$ cat src/rtl/conv_seq_pkg.sv
package conv_seq_pkg;

  typedef enum logic [2:0] {
    SQ_IDLE,
    SQ_SETTLE,
    SQ_WAIT_RISE,
    SQ_START,
    SQ_CONV
  } seqState_t;

  // strobes from control to datapath
  typedef struct packed {
    logic loadChan;
    logic loadCnt;
    logic tick;
    logic clrRose;
  } seqCtrl_t;

  // status from datapath to control
  typedef struct packed {
    logic wrFall;
    logic wrRise;
    logic csLow;
    logic addrEn;
    logic cntZero;
    logic wrRose;
  } seqStat_t;

endpackage

$ cat src/rtl/seq_datapath.sv
module seq_datapath
  import conv_seq_pkg::*;
#(
  parameter int ADDR_W        = 5,
  parameter int SETTLE_CYCLES = 2500,
  parameter int SYNC_STAGES   = 2
) (
  input  logic              clk,
  input  logic              rst,
  input  logic              csN,
  input  logic              wrN,
  input  logic [ADDR_W-1:0] chanAddr,
  input  logic              addrEn,
  input  seqCtrl_t          ctrl,
  output seqStat_t          stat,
  output logic [ADDR_W-1:0] chanQ
);

  localparam int CNT_W = (SETTLE_CYCLES > 1) ? $clog2(SETTLE_CYCLES) : 1;
  localparam logic [CNT_W-1:0] CNT_LOAD = CNT_W'(SETTLE_CYCLES - 1);
  localparam int LAST = SYNC_STAGES - 1;

  logic [SYNC_STAGES-1:0] csPipe;
  logic [SYNC_STAGES-1:0] wrPipe;
  logic [SYNC_STAGES-1:0] aenPipe;
  logic [ADDR_W-1:0]      addrPipe [SYNC_STAGES];
  logic                   wrPrev;
  logic [CNT_W-1:0]       cnt;
  logic                   wrRoseQ;

  // synchroniser chains, one flop per stage
  genvar gi;
  generate
    for (gi = 0; gi < SYNC_STAGES; gi++) begin : g_sync
      if (gi == 0) begin : g_first
        always_ff @(posedge clk) begin
          if (rst) begin
            csPipe[gi]   <= 1'b1;
            wrPipe[gi]   <= 1'b1;
            aenPipe[gi]  <= 1'b0;
            addrPipe[gi] <= '0;
          end else begin
            csPipe[gi]   <= csN;
            wrPipe[gi]   <= wrN;
            aenPipe[gi]  <= addrEn;
            addrPipe[gi] <= chanAddr;
          end
        end
      end else begin : g_next
        always_ff @(posedge clk) begin
          if (rst) begin
            csPipe[gi]   <= 1'b1;
            wrPipe[gi]   <= 1'b1;
            aenPipe[gi]  <= 1'b0;
            addrPipe[gi] <= '0;
          end else begin
            csPipe[gi]   <= csPipe[gi-1];
            wrPipe[gi]   <= wrPipe[gi-1];
            aenPipe[gi]  <= aenPipe[gi-1];
            addrPipe[gi] <= addrPipe[gi-1];
          end
        end
      end
    end
  endgenerate

  always_ff @(posedge clk) begin
    if (rst) wrPrev <= 1'b1;
    else     wrPrev <= wrPipe[LAST];
  end

  // channel register
  always_ff @(posedge clk) begin
    if (rst)               chanQ <= '0;
    else if (ctrl.loadChan) chanQ <= addrPipe[LAST];
  end

  // settling down-counter
  always_ff @(posedge clk) begin
    if (rst)                         cnt <= '0;
    else if (ctrl.loadCnt)           cnt <= CNT_LOAD;
    else if (ctrl.tick && cnt != '0) cnt <= cnt - 1'b1;
  end

  // remembers a write rise seen during settling
  always_ff @(posedge clk) begin
    if (rst)               wrRoseQ <= 1'b0;
    else if (ctrl.clrRose) wrRoseQ <= 1'b0;
    else if (stat.wrRise)  wrRoseQ <= 1'b1;
  end

  always_comb begin
    stat.wrFall  = wrPrev & ~wrPipe[LAST];
    stat.wrRise  = ~wrPrev & wrPipe[LAST];
    stat.csLow   = ~csPipe[LAST];
    stat.addrEn  = aenPipe[LAST];
    stat.cntZero = (cnt == '0);
    stat.wrRose  = wrRoseQ;
  end

endmodule

$ cat src/rtl/seq_control.sv
module seq_control
  import conv_seq_pkg::*;
(
  input  logic     clk,
  input  logic     rst,
  input  seqStat_t stat,
  input  logic     convDone,
  output seqCtrl_t ctrl,
  output logic     settling,
  output logic     busy,
  output logic     convStart
);

  seqState_t state, stateNext;

  always_ff @(posedge clk) begin
    if (rst) state <= SQ_IDLE;
    else     state <= stateNext;
  end

  always_comb begin
    stateNext = state;
    ctrl      = '0;
    unique case (state)
      SQ_IDLE: begin
        if (stat.wrFall && stat.csLow) begin
          if (stat.addrEn) begin
            ctrl.loadChan = 1'b1;
            ctrl.loadCnt  = 1'b1;
            ctrl.clrRose  = 1'b1;
            stateNext     = SQ_SETTLE;
          end else begin
            stateNext     = SQ_WAIT_RISE;
          end
        end
      end
      SQ_SETTLE: begin
        ctrl.tick = 1'b1;
        if (stat.cntZero)
          stateNext = (stat.wrRose || stat.wrRise) ? SQ_START : SQ_WAIT_RISE;
      end
      SQ_WAIT_RISE: begin
        if (stat.wrRise) stateNext = SQ_START;
      end
      SQ_START: stateNext = SQ_CONV;
      SQ_CONV: begin
        if (convDone) stateNext = SQ_IDLE;
      end
      default: stateNext = SQ_IDLE;
    endcase
  end

  assign settling  = (state == SQ_SETTLE);
  assign convStart = (state == SQ_START);
  assign busy      = (state == SQ_START) || (state == SQ_CONV);

endmodule

$ cat src/rtl/chan_conv_sequencer.sv
module chan_conv_sequencer
  import conv_seq_pkg::*;
#(
  parameter int ADDR_W        = 5,
  parameter int SETTLE_CYCLES = 2500,
  parameter int SYNC_STAGES   = 2
) (
  input  logic              clk,
  input  logic              rst,
  input  logic              csN,
  input  logic              wrN,
  input  logic [ADDR_W-1:0] chanAddr,
  input  logic              addrEn,
  input  logic              convDone,
  output logic              settling,
  output logic              busy,
  output logic              convStart,
  output logic [ADDR_W-1:0] convChan
);

  seqCtrl_t ctrl;
  seqStat_t stat;

  seq_datapath #(
    .ADDR_W       (ADDR_W),
    .SETTLE_CYCLES(SETTLE_CYCLES),
    .SYNC_STAGES  (SYNC_STAGES)
  ) u_dp (
    .clk     (clk),
    .rst     (rst),
    .csN     (csN),
    .wrN     (wrN),
    .chanAddr(chanAddr),
    .addrEn  (addrEn),
    .ctrl    (ctrl),
    .stat    (stat),
    .chanQ   (convChan)
  );

  seq_control u_ctl (
    .clk      (clk),
    .rst      (rst),
    .stat     (stat),
    .convDone (convDone),
    .ctrl     (ctrl),
    .settling (settling),
    .busy     (busy),
    .convStart(convStart)
  );

endmodule

$ cat config.mk
export PLATFORM = sky130hd
export DESIGN_NAME = chan_conv_sequencer
export DESIGN_NICKNAME = d
export VERILOG_FILES = /design/src/rtl/conv_seq_pkg.sv /design/src/rtl/seq_datapath.sv /design/src/rtl/seq_control.sv /design/src/rtl/chan_conv_sequencer.sv
export SDC_FILE = /design/constraint.sdc
export NUM_CORES = 1
export LEC_CHECK = 0
export ABC_AREA = 1
export CAP_MARGIN = 20
export CORE_UTILIZATION = 40
export CTS_BUF_LIST = sky130_fd_sc_hd__clkbuf_4
export CTS_CLUSTER_SIZE = 14
export DETAILED_ROUTE_END_ITERATION = 8
export HOLD_SLACK_MARGIN = 0.03
export PLACE_DENSITY = 0.66
export RECOVER_POWER = 25
export SLEW_MARGIN = 5
export SYNTH_ARGS = -nofsm -noshare
export SYNTH_HDL_FRONTEND = slang
export SYNTH_HIERARCHICAL = 1
export SYNTH_SLANG_ARGS = --single-unit
$ cat constraint.sdc
create_clock -name clk -period 2.4 [get_ports clk]
set_input_delay 0.48 -clock clk [delete_from_list [all_inputs] [get_ports clk]]
set_output_delay 0.48 -clock clk [all_outputs]
set_load 0.01 [all_outputs]
After elaboration in Yosys (flattened, before gate mapping)
Memories as Yosys holds them, arrays and structs flattened. A register that Yosys moved wholly into a read port is not among the register bits. Index checks and enable logic that the tools add are counted.

Equality and inequality tests: 8. Reductions and logical operators: 11. Add/subtract/negate cells: 1. Mux-type cells: 21. Bitwise operators: 7.

Operators by type and width (count): $mux 12 (2); $pmux 3 s5 (1); $logic_not 12->1 (1); $mux 3 (4); $reduce_bool 12->1 (1); $sub 12x1->12 const B (1); $mux 5 (2); $mux 1 (8); $mux 2 (4); $eq 3x2->1 const B (2); $ne 2x1->1 const B (3); $reduce_and 4->1 (1); $reduce_or 2->1 (2); $eq 3x1->1 const B (1); $eq 3x3->1 const B (1); $logic_not 3->1 (1); $not 1->1 (3); $and 1x1->1 (2); $logic_and 1x1->1 (2); $logic_or 1x1->1 (2); $ne 2x2->1 const B (1); $or 1x1->1 (2); $reduce_bool 2->1 (1).

Memories kept: 1. Input bits: 11. Flip-flop bits (word level): 23. Logic and storage cells: 60. Memory bits (writable): 10.

Memories: u_dp.addrPipe (words 2, bits a word 5, read ports 2, clocked after Yosys merged registers in 1, wr ports 2, RTL line seq_datapath.sv:26) `logic [ADDR_W-1:0] addrPipe [SYNC_STAGES];`.

Logic depth before layout (Yosys ltp)
Gate-level depths: netlist (run 1).

Word-level depth: 6. Mapped depth: 12. Gate-level depth less buffers: 12.

By module
The synthesis (run 1) kept the hierarchy.

By module, submodules not included: seq_datapath (cells an instance 203, times used 1, seq. area each 700.7 µm², area an instance 1516.5 µm²); seq_control (cells an instance 43, times used 1, seq. area each 60.1 µm², area an instance 257.7 µm²).

Worst setup path after synthesis (run 1)
No wires, ideal clock.

Kind: register to register. From: register u_dp.wrPrev. To: register u_dp.cnt[11]. Arrival: 1324 ps. Buffers on the path: 1. Stages on the path, launching flop included: 11. Data required time: 2291 ps. Slack: 967 ps. Library setup time: 109 ps. Cell sequence: dfxtp_1 -> inv_1 -> nor2_1 -> nand2_1 -> nor4_1 -> buf_4 -> inv_1 -> nand3_1 -> nand3_1 -> nand2_1 -> inv_1.

RTL lines: start, declared (RTL line seq_datapath.sv:27) `logic wrPrev;`; start signal, assigned (RTL line seq_datapath.sv:69) `else wrPrev <= wrPipe[LAST];`; end signal, assigned (RTL line seq_datapath.sv:82) `else if (ctrl.tick && cnt != '0) cnt <= cnt - 1'b1;`; end, declared (RTL line seq_datapath.sv:28) `logic [CNT_W-1:0] cnt;`.

Final worst setup path (run 1)
From: register u_ctl.state[0]. To: output settling.

Longest elaborated chain between the ends: 1.

RTL lines: start, declared (RTL line seq_control.sv:14) `seqState_t state, stateNext;`; start signal, assigned (RTL line seq_control.sv:18) `else state <= stateNext;`; $eq 3x1->1 (RTL line seq_control.sv:53) `assign settling = (state == SQ_SETTLE);`; end, declared (RTL line chan_conv_sequencer.sv:15) `output logic settling,`.

Every way passes these cells.

==> impl_results.md, run 1 <==
- Outcome: finished clean
- Hold EP: u_dp/addrPipe[1][4]
- Hold path cells: 2
- Area grow syn2layout: 14.9%
- Sink Count: 38
- Clock transition at path regs: 0.11 ns
- Area post-placement: 1970 µm²
- Vias in the first global route: 1,202
- Num rows: 23
- Hold slack: 0.406 ns
- Post-route minimum period: 2.20 ns
- Hold Crit Class: flip-flop to flip-flop
- Leakage Power: 0.984 nW
- Starting Density: 0.431
- Clk_lat worst skew: 0.34 ns
- Global-route usage over all layers: 0.152
- Fmax: 455 MHz
- Antenna viol nets, final: 0
- Remaining DRCs: 0
- Data required, critical path: 1.92 ns
- Die Area: 4710 µm²
- Unrepaired setup endpoints after global routing: false
- Fill cell count: 402
- Critical Path Fanout Max: 7
- Cts hold-fix bufs: 0
- CTS tree: done
- Nets: 277
- Final setup fails: 0
- Peak VDD IR: 398 µV
- Register-to-Register Setup Slack: 0.79 ns
- Cell area power density: 542 nW/µm²
- Max_cap viols: 0
- Worst Tran Pin Value: 0.634 ns
- DRT Wirelength: 3.14 mm
- CP arrival: 1.72 ns
- IO Port Bufs: 18
- Final core utilization: 0.495
- Final Hold Viols: 0
- Setup Skew: 0.0101 ns
- H-Tree Depth: 2
- Post-synth EDFFs: 0
- Synth Cell Area: 1770 µm²
- Ys Warns: 6
- Die height: 68.6 µm
- Via-to-Cell Ratio: 4.57
- R2R Path Start: u_dp/cnt[0]
- GP Congestion: 0.850
- Routed via count: 1,435
- Average size of a mapped cell: 7.21 µm²
- Initial antenna violation count: 0
- Finished Cell Area: 2040 µm²
- IO Pins: 19
- Setup CP Type: flip-flop to output port
- CTS Buf Count: 5
- Remaining Overflow, GRT: 0
- Hold Crit Start: u_dp/addrPipe[0][4]
- Longest Clk Path Bufs: 2
- Global-route wire length before repair: 5.21 mm
- Fin cells: 314
- Register area share after synthesis: 0.429
- ANT cells: 0
- CP endpoint kind: output port
- Core area: 4120 µm²
- Layout cells sized above 1: 0.102
- Final period util: 0.916
- Root Buffer: clkbuf_4
- HPWL after detailed placement: 2.30 mm
- Routed wire per std cell: 10.0 µm
- Die X: 68.6 µm
- CP Launch Type: flip-flop
- Worst Reg-to-Reg Cells: 12
- Leading register cell type out of synthesis: dfxtp_1
- Syn Nets: 259
- Synth async-reset ratio: 0
- Mapped Cells: 246
- Placed insts: 307
- Largest net degree at the start of global routing: 17
- Final TNS setup: 0 ns
- Cell variety after synth: 31
- Max-Slew Margin vs Limit: 0.578
- RR Endpoint: u_ctl/state[1]
- DRT iter0 DRCs: 65
- First-pass detailed-route iteration total: 4
- Synth Register Bits: 38
- Slew Limit Fails: 0
==> Yosys cell counts (3+ instances only) <==
master,instances,share of area
nor2_2,4,0.014
nand4_1,3,0.011
nand3_1,18,0.051
a21oi_1,10,0.028
inv_1,41,0.087
buf_4,5,0.021
nor2_1,43,0.091
nand2_1,46,0.097
dfxtp_1,38,0.43
or2_2,4,0.014
o21ai_0,7,0.020
==> timing repair <==
| action | in CTS | in global routing |
|---|---|---|
| resized for setup | 0 | 1 |
| endpoints found under the setup margin | 0 | 1 |
| setup buffers | 0 | 0 |
==> worst max-delay path, cell delays in order (launching register included) <==
cell and delay [ns]:
dfxtp_1 0.36, inv_1 0.09, nor2_4 0.11, nand2_1 0.12
inv_2 0.15, clkdlybuf4s50_1 0.55
==> layout make-up <==
class | count | area, µm² | area share
multi-input combinational | 157 | 792 | 0.389
inverter | 42 | 160 | 0.0786
clock inverter | 2 | 33.8 | 0.0166
timing repair buffer | 20 | 191 | 0.0939
sequential | 38 | 761 | 0.373
clock buffer | 5 | 37.5 | 0.0184
tap | 50 | 62.6 | 0.0307
==> sequential cells by signal, summed over array words and instances, names as in the netlist <==
register / count
u_dp/chanQ: 5
u_dp/addrPipe: 10
u_ctl/state: 3
u_dp/stat: 1
u_dp/csPipe: 2
u_dp/wrRoseQ: 1
u_dp/wrPrev: 1
u_dp/wrPipe: 2
u_dp/cnt: 12
u_dp/aenPipe: 1
==> placed cells by master, fill, tap and decap left out, types with 3 or more instances in the layout <==
cell type	n
nand2_1	46
nor2_1	43
inv_1	40
dfxtp_1	38
nand3_1	18
clkdlybuf4s50_1	17
a21oi_1	10
o21ai_0	7
clkbuf_4	5
nor2_2	4
or2_2	4
nand4_1	3
==> how the worst max path moves through the flow <==
stage	depth (start not counted)	end	from
CTS	5	settling	u_ctl/state[0]
global placement	5	settling	u_ctl/state[0]
floorplan	10	u_dp/cnt[11]	u_dp/wrPrev
global route	5	settling	u_ctl/state[0]
detailed placement	5	settling	u_ctl/state[0]
finish	5	settling	u_ctl/state[0]
==> cell families (layout without fill, tap and decap cells) <==
| logic type | count (synthesis) | after routing | share of synthesized area |
|---|---|---|---|
| AND/OR/NAND/NOR | 131 | 131 | 0.351 |
| buffers and inverters | 51 | 69 | 0.125 |
| XOR/XNOR | 2 | 2 | 0.00987 |
| flip-flops | 38 | 38 | 0.429 |
| AO/OA/AOI/OAI | 22 | 22 | 0.0712 |
| adder cells (fa/ha/maj) | 2 | 2 | 0.0141 |
==> layer usage <==
metal	track usage	part of all wire	vias up	routed length, µm
met1	0.191	0.51	625	1620
met3	0.0493	0.045	5	140
met4	0.0703	0.018	0	55
met5	0	0	-	0
met2	0.234	0.42	24	1330
li1	-	-	781	-
==> metrics by stage <==
step	setup WS (ns)	power (mW)
after floorplan	0.967	0.693
after global placement	0.556	0.713
after detailed placement	0.502	0.714
after CTS	0.103	1.12
after global routing	0.0510	1.17
final	0.202	1.11
==> where the power goes <==
group | switching [mW] | internal, mW
registers | 0.00431 | 0.644
logic | 0.0237 | 0.0251
clock network | 0.197 | 0.211
total | 0.225 | 0.880
Note: power is estimated with default switching activity, not from simulation.
==> run 2: changes to the inputs <==
==> constraint.sdc (replaced) <==
create_clock -name clk -period 2.4 [get_ports clk]
set_input_delay 0.48 -clock clk [delete_from_list [all_inputs] [get_ports clk]]
set_output_delay 0.48 -clock clk [all_outputs]
set_load 0.1 [all_outputs]
==> run 2 against run 1 <==
Final cell count increased by 0.32%. Register-to-register slack got worse by 0.03 ns. Count of clock-buffer cells in the layout is the same. Non-clock buffer count did not move. Clock skew is 0.0034 ns lower. Flip-flop and latch count did not move. Critical endpoint unchanged.
==> impl_results.md, run 2 (synthesis gave the netlist of run 1 again) <==
- HPWL after detailed placement: 2.31 mm (+0.71%)
- Data required, critical path: 1.92 ns (about the same)
- Slowest CP cell: dfxtp_1
- Vias in the first global route: 1,187 (-1.2%)
- Area grow syn2layout: 16.4%
- Critical Path Fanout Max: 7 (unchanged)
- Sink Count: 38 (unchanged)
- Crit-path cells: inv_1 > nor2_4 > nand2_1 > inv_1 > buf_12
- DRT Wirelength: 3.21 mm (+2.3%)
- Antenna viol nets, final: 0 (unchanged)
- Max_cap viols: 0 (unchanged)
- Global-route usage over all layers: 0.152 (unchanged)
- Placed insts: 307 (unchanged)
- ANT cells: 0 (unchanged)
- Fmax: 516 MHz (+13%)
- Initial antenna violation count: 0 (unchanged)
- GP Congestion: 0.832 (-2.1%)
- Setup Skew: 0.00666 ns (-0.00344 ns)
- CP arrival: 1.46 ns (-0.26 ns)
- Layout cells sized above 1: 0.136 (+0.0336)
- CP endpoint kind: output port
- CP Launch Type: flip-flop
- Total power: 1.25 mW (+13%)
- H-Tree Depth: 2 (unchanged)
- Finished Cell Area: 2070 µm² (+1.4%)
- Remaining DRCs: 0 (unchanged)
- IO Pins: 19 (unchanged)
- Outcome: finished clean
- Hold Crit Class: flip-flop to flip-flop
- Unrepaired setup endpoints after global routing: false
- Post-CTS Resized: 0 (unchanged)
- Leakage Power: 1.02 nW (+3.9%)
- Longest Clk Path Bufs: 2 (unchanged)
- Largest net degree at the start of global routing: 23 (+6)
- First-pass detailed-route iteration total: 4 (unchanged)
- Num rows: 23 (unchanged)
- Clk_lat worst skew: 0.34 ns (about the same)
- Root Buffer: clkbuf_4
- IO Port Bufs: 18 (unchanged)
- Final TNS setup: 0 ns (unchanged)
- Fill cell count: 417 (+3.7%)
- Sw power: 0.251 mW (+12%)
- Routed via count: 1,436 (+0.070%)
- Post-route minimum period: 1.94 ns (-0.260 ns)
- Setup Fix Bufs, Post-CTS: 0 (unchanged)
- Top flop regs: u_dp/cnt (12), u_dp/addrPipe (10), u_dp/chanQ (5)
- Slew Limit Fails: 0 (unchanged)
- Worst path most repeated cell: inv_1
- Die X: 68.6 µm (unchanged)
- Gate power share: 0.041 (-0.003)
- Routed wire per std cell: 10.2 µm (+2.0%)
- Worst Tran Pin Value: 0.895 ns (+0.261 ns)
- Number of flip-flops under the largest register name: 12 (unchanged)
- Setup CP Type: flip-flop to output port
- Clock transition at path regs: 0.12 ns (about the same)
- Hold slack: 0.404 ns (-0.00174 ns)
- Most flops, register: u_dp/cnt
- Peak VDD IR: 372 µV (-6.7%)
- Cell area power density: 604 nW/µm² (+11%)
- Power share of the clock group: 0.439 (+0.070)
- Final Hold Viols: 0 (unchanged)
- Most common cell after layout, fill and taps aside: nand2_1
- Via-to-Cell Ratio: 4.56 (-0.25%)
- Die height: 68.6 µm (unchanged)
- Critical path buffers and inverters: 3 (unchanged)
- Starting Density: 0.431 (unchanged)
- Sequential Power Share: 0.521 (-0.066)
- Final setup fails: 0 (unchanged)
- Core area: 4120 µm² (unchanged)
- Area post-placement: 1960 µm² (-0.38%)
- Fin cells: 315 (+0.32%)
- DRT iter0 DRCs: 82 (+26%)
- Switching portion of total power: 0.201 (-0.00207)
- Nets: 277 (unchanged)
- Most frequent cells in the layout: 46 x nand2_1, 43 x nor2_1, 41 x inv_1
- Register-to-Register Setup Slack: 0.76 ns (-0.03 ns)
- Die Area: 4710 µm² (unchanged)
- Global-route wire length before repair: 5.24 mm (+0.67%)
- Cts hold-fix bufs: 0 (unchanged)
- Final period util: 0.808 (-0.108)
- Remaining Overflow, GRT: 0 (unchanged)
- P_int: 0.996 mW (+13%)
- Max-Slew Margin vs Limit: 0.404 (-0.174)
- CTS tree: done
- Worst stage delay on the critical path: 0.36 ns (-0.19 ns)
- CTS Buf Count: 5 (unchanged)
- Top cell family by delay on the critical path: buffers and inverters
[run 2: changes by cell type in the layout (fill, tap and decap cells not counted), sizes merged]
cell,change
bufinv,+1
clkdlybuf4s50,-8
buf,+8
[run 2: per-stage QoR]
step / setup slack, ns / util
5_1_grt: 0.341 / 0.502
3_5_place_dp: 0.768 / 0.477
6_report: 0.462 / 0.502
3_3_place_gp: 0.772 / 0.477
4_1_cts: 0.454 / 0.503
2_1_floorplan: 0.369 / -
[run 2: worst paths after layout]
| kind | start | cells past startpoint | endpoint |
|---|---|---|---|
| max | u_ctl/state[0] | 5 | settling |
| min | u_dp/addrPipe[0][1] | 2 | u_dp/addrPipe[1][1] |
| max reg2reg | u_ctl/state[0] | 10 | u_dp/cnt[11] |
| min reg2reg | u_dp/addrPipe[0][1] | 2 | u_dp/addrPipe[1][1] |
[run 2: final cells by class]
cell class | count | area (µm²) | area share
well taps | 50 | 62.6 | 0.0303
clock buffers | 5 | 37.5 | 0.0182
flip-flops and latches | 38 | 761 | 0.368
repair buffers | 20 | 184 | 0.0890
inverters | 42 | 160 | 0.0775
multi-input cells | 157 | 792 | 0.383
clock inverters | 3 | 68.8 | 0.0333
[run 2: power groups by stage]
stage	Sequential, mW	Clock, mW	Combinational (mW)
after floorplan	0.663	0	0.0311
after global placement	0.663	0	0.0519
after detailed placement	0.663	0	0.0524
after CTS	0.649	0.557	0.0527
after global routing	0.651	0.588	0.0574
final	0.649	0.547	0.0509
[run 2: layer usage]
metal,GRT usage,routed length (µm)
met5,0,0
met4,0.0391,22
met3,0.0526,141
met2,0.228,1390
met1,0.206,1660
[run 2: worst reg2reg max path, delay by kind of cell (launching register included)]
family          cells  cell delay, ns
simple gates        5            0.45
flops               1            0.36
compound gates      1            0.27
buf+inv             4            0.51
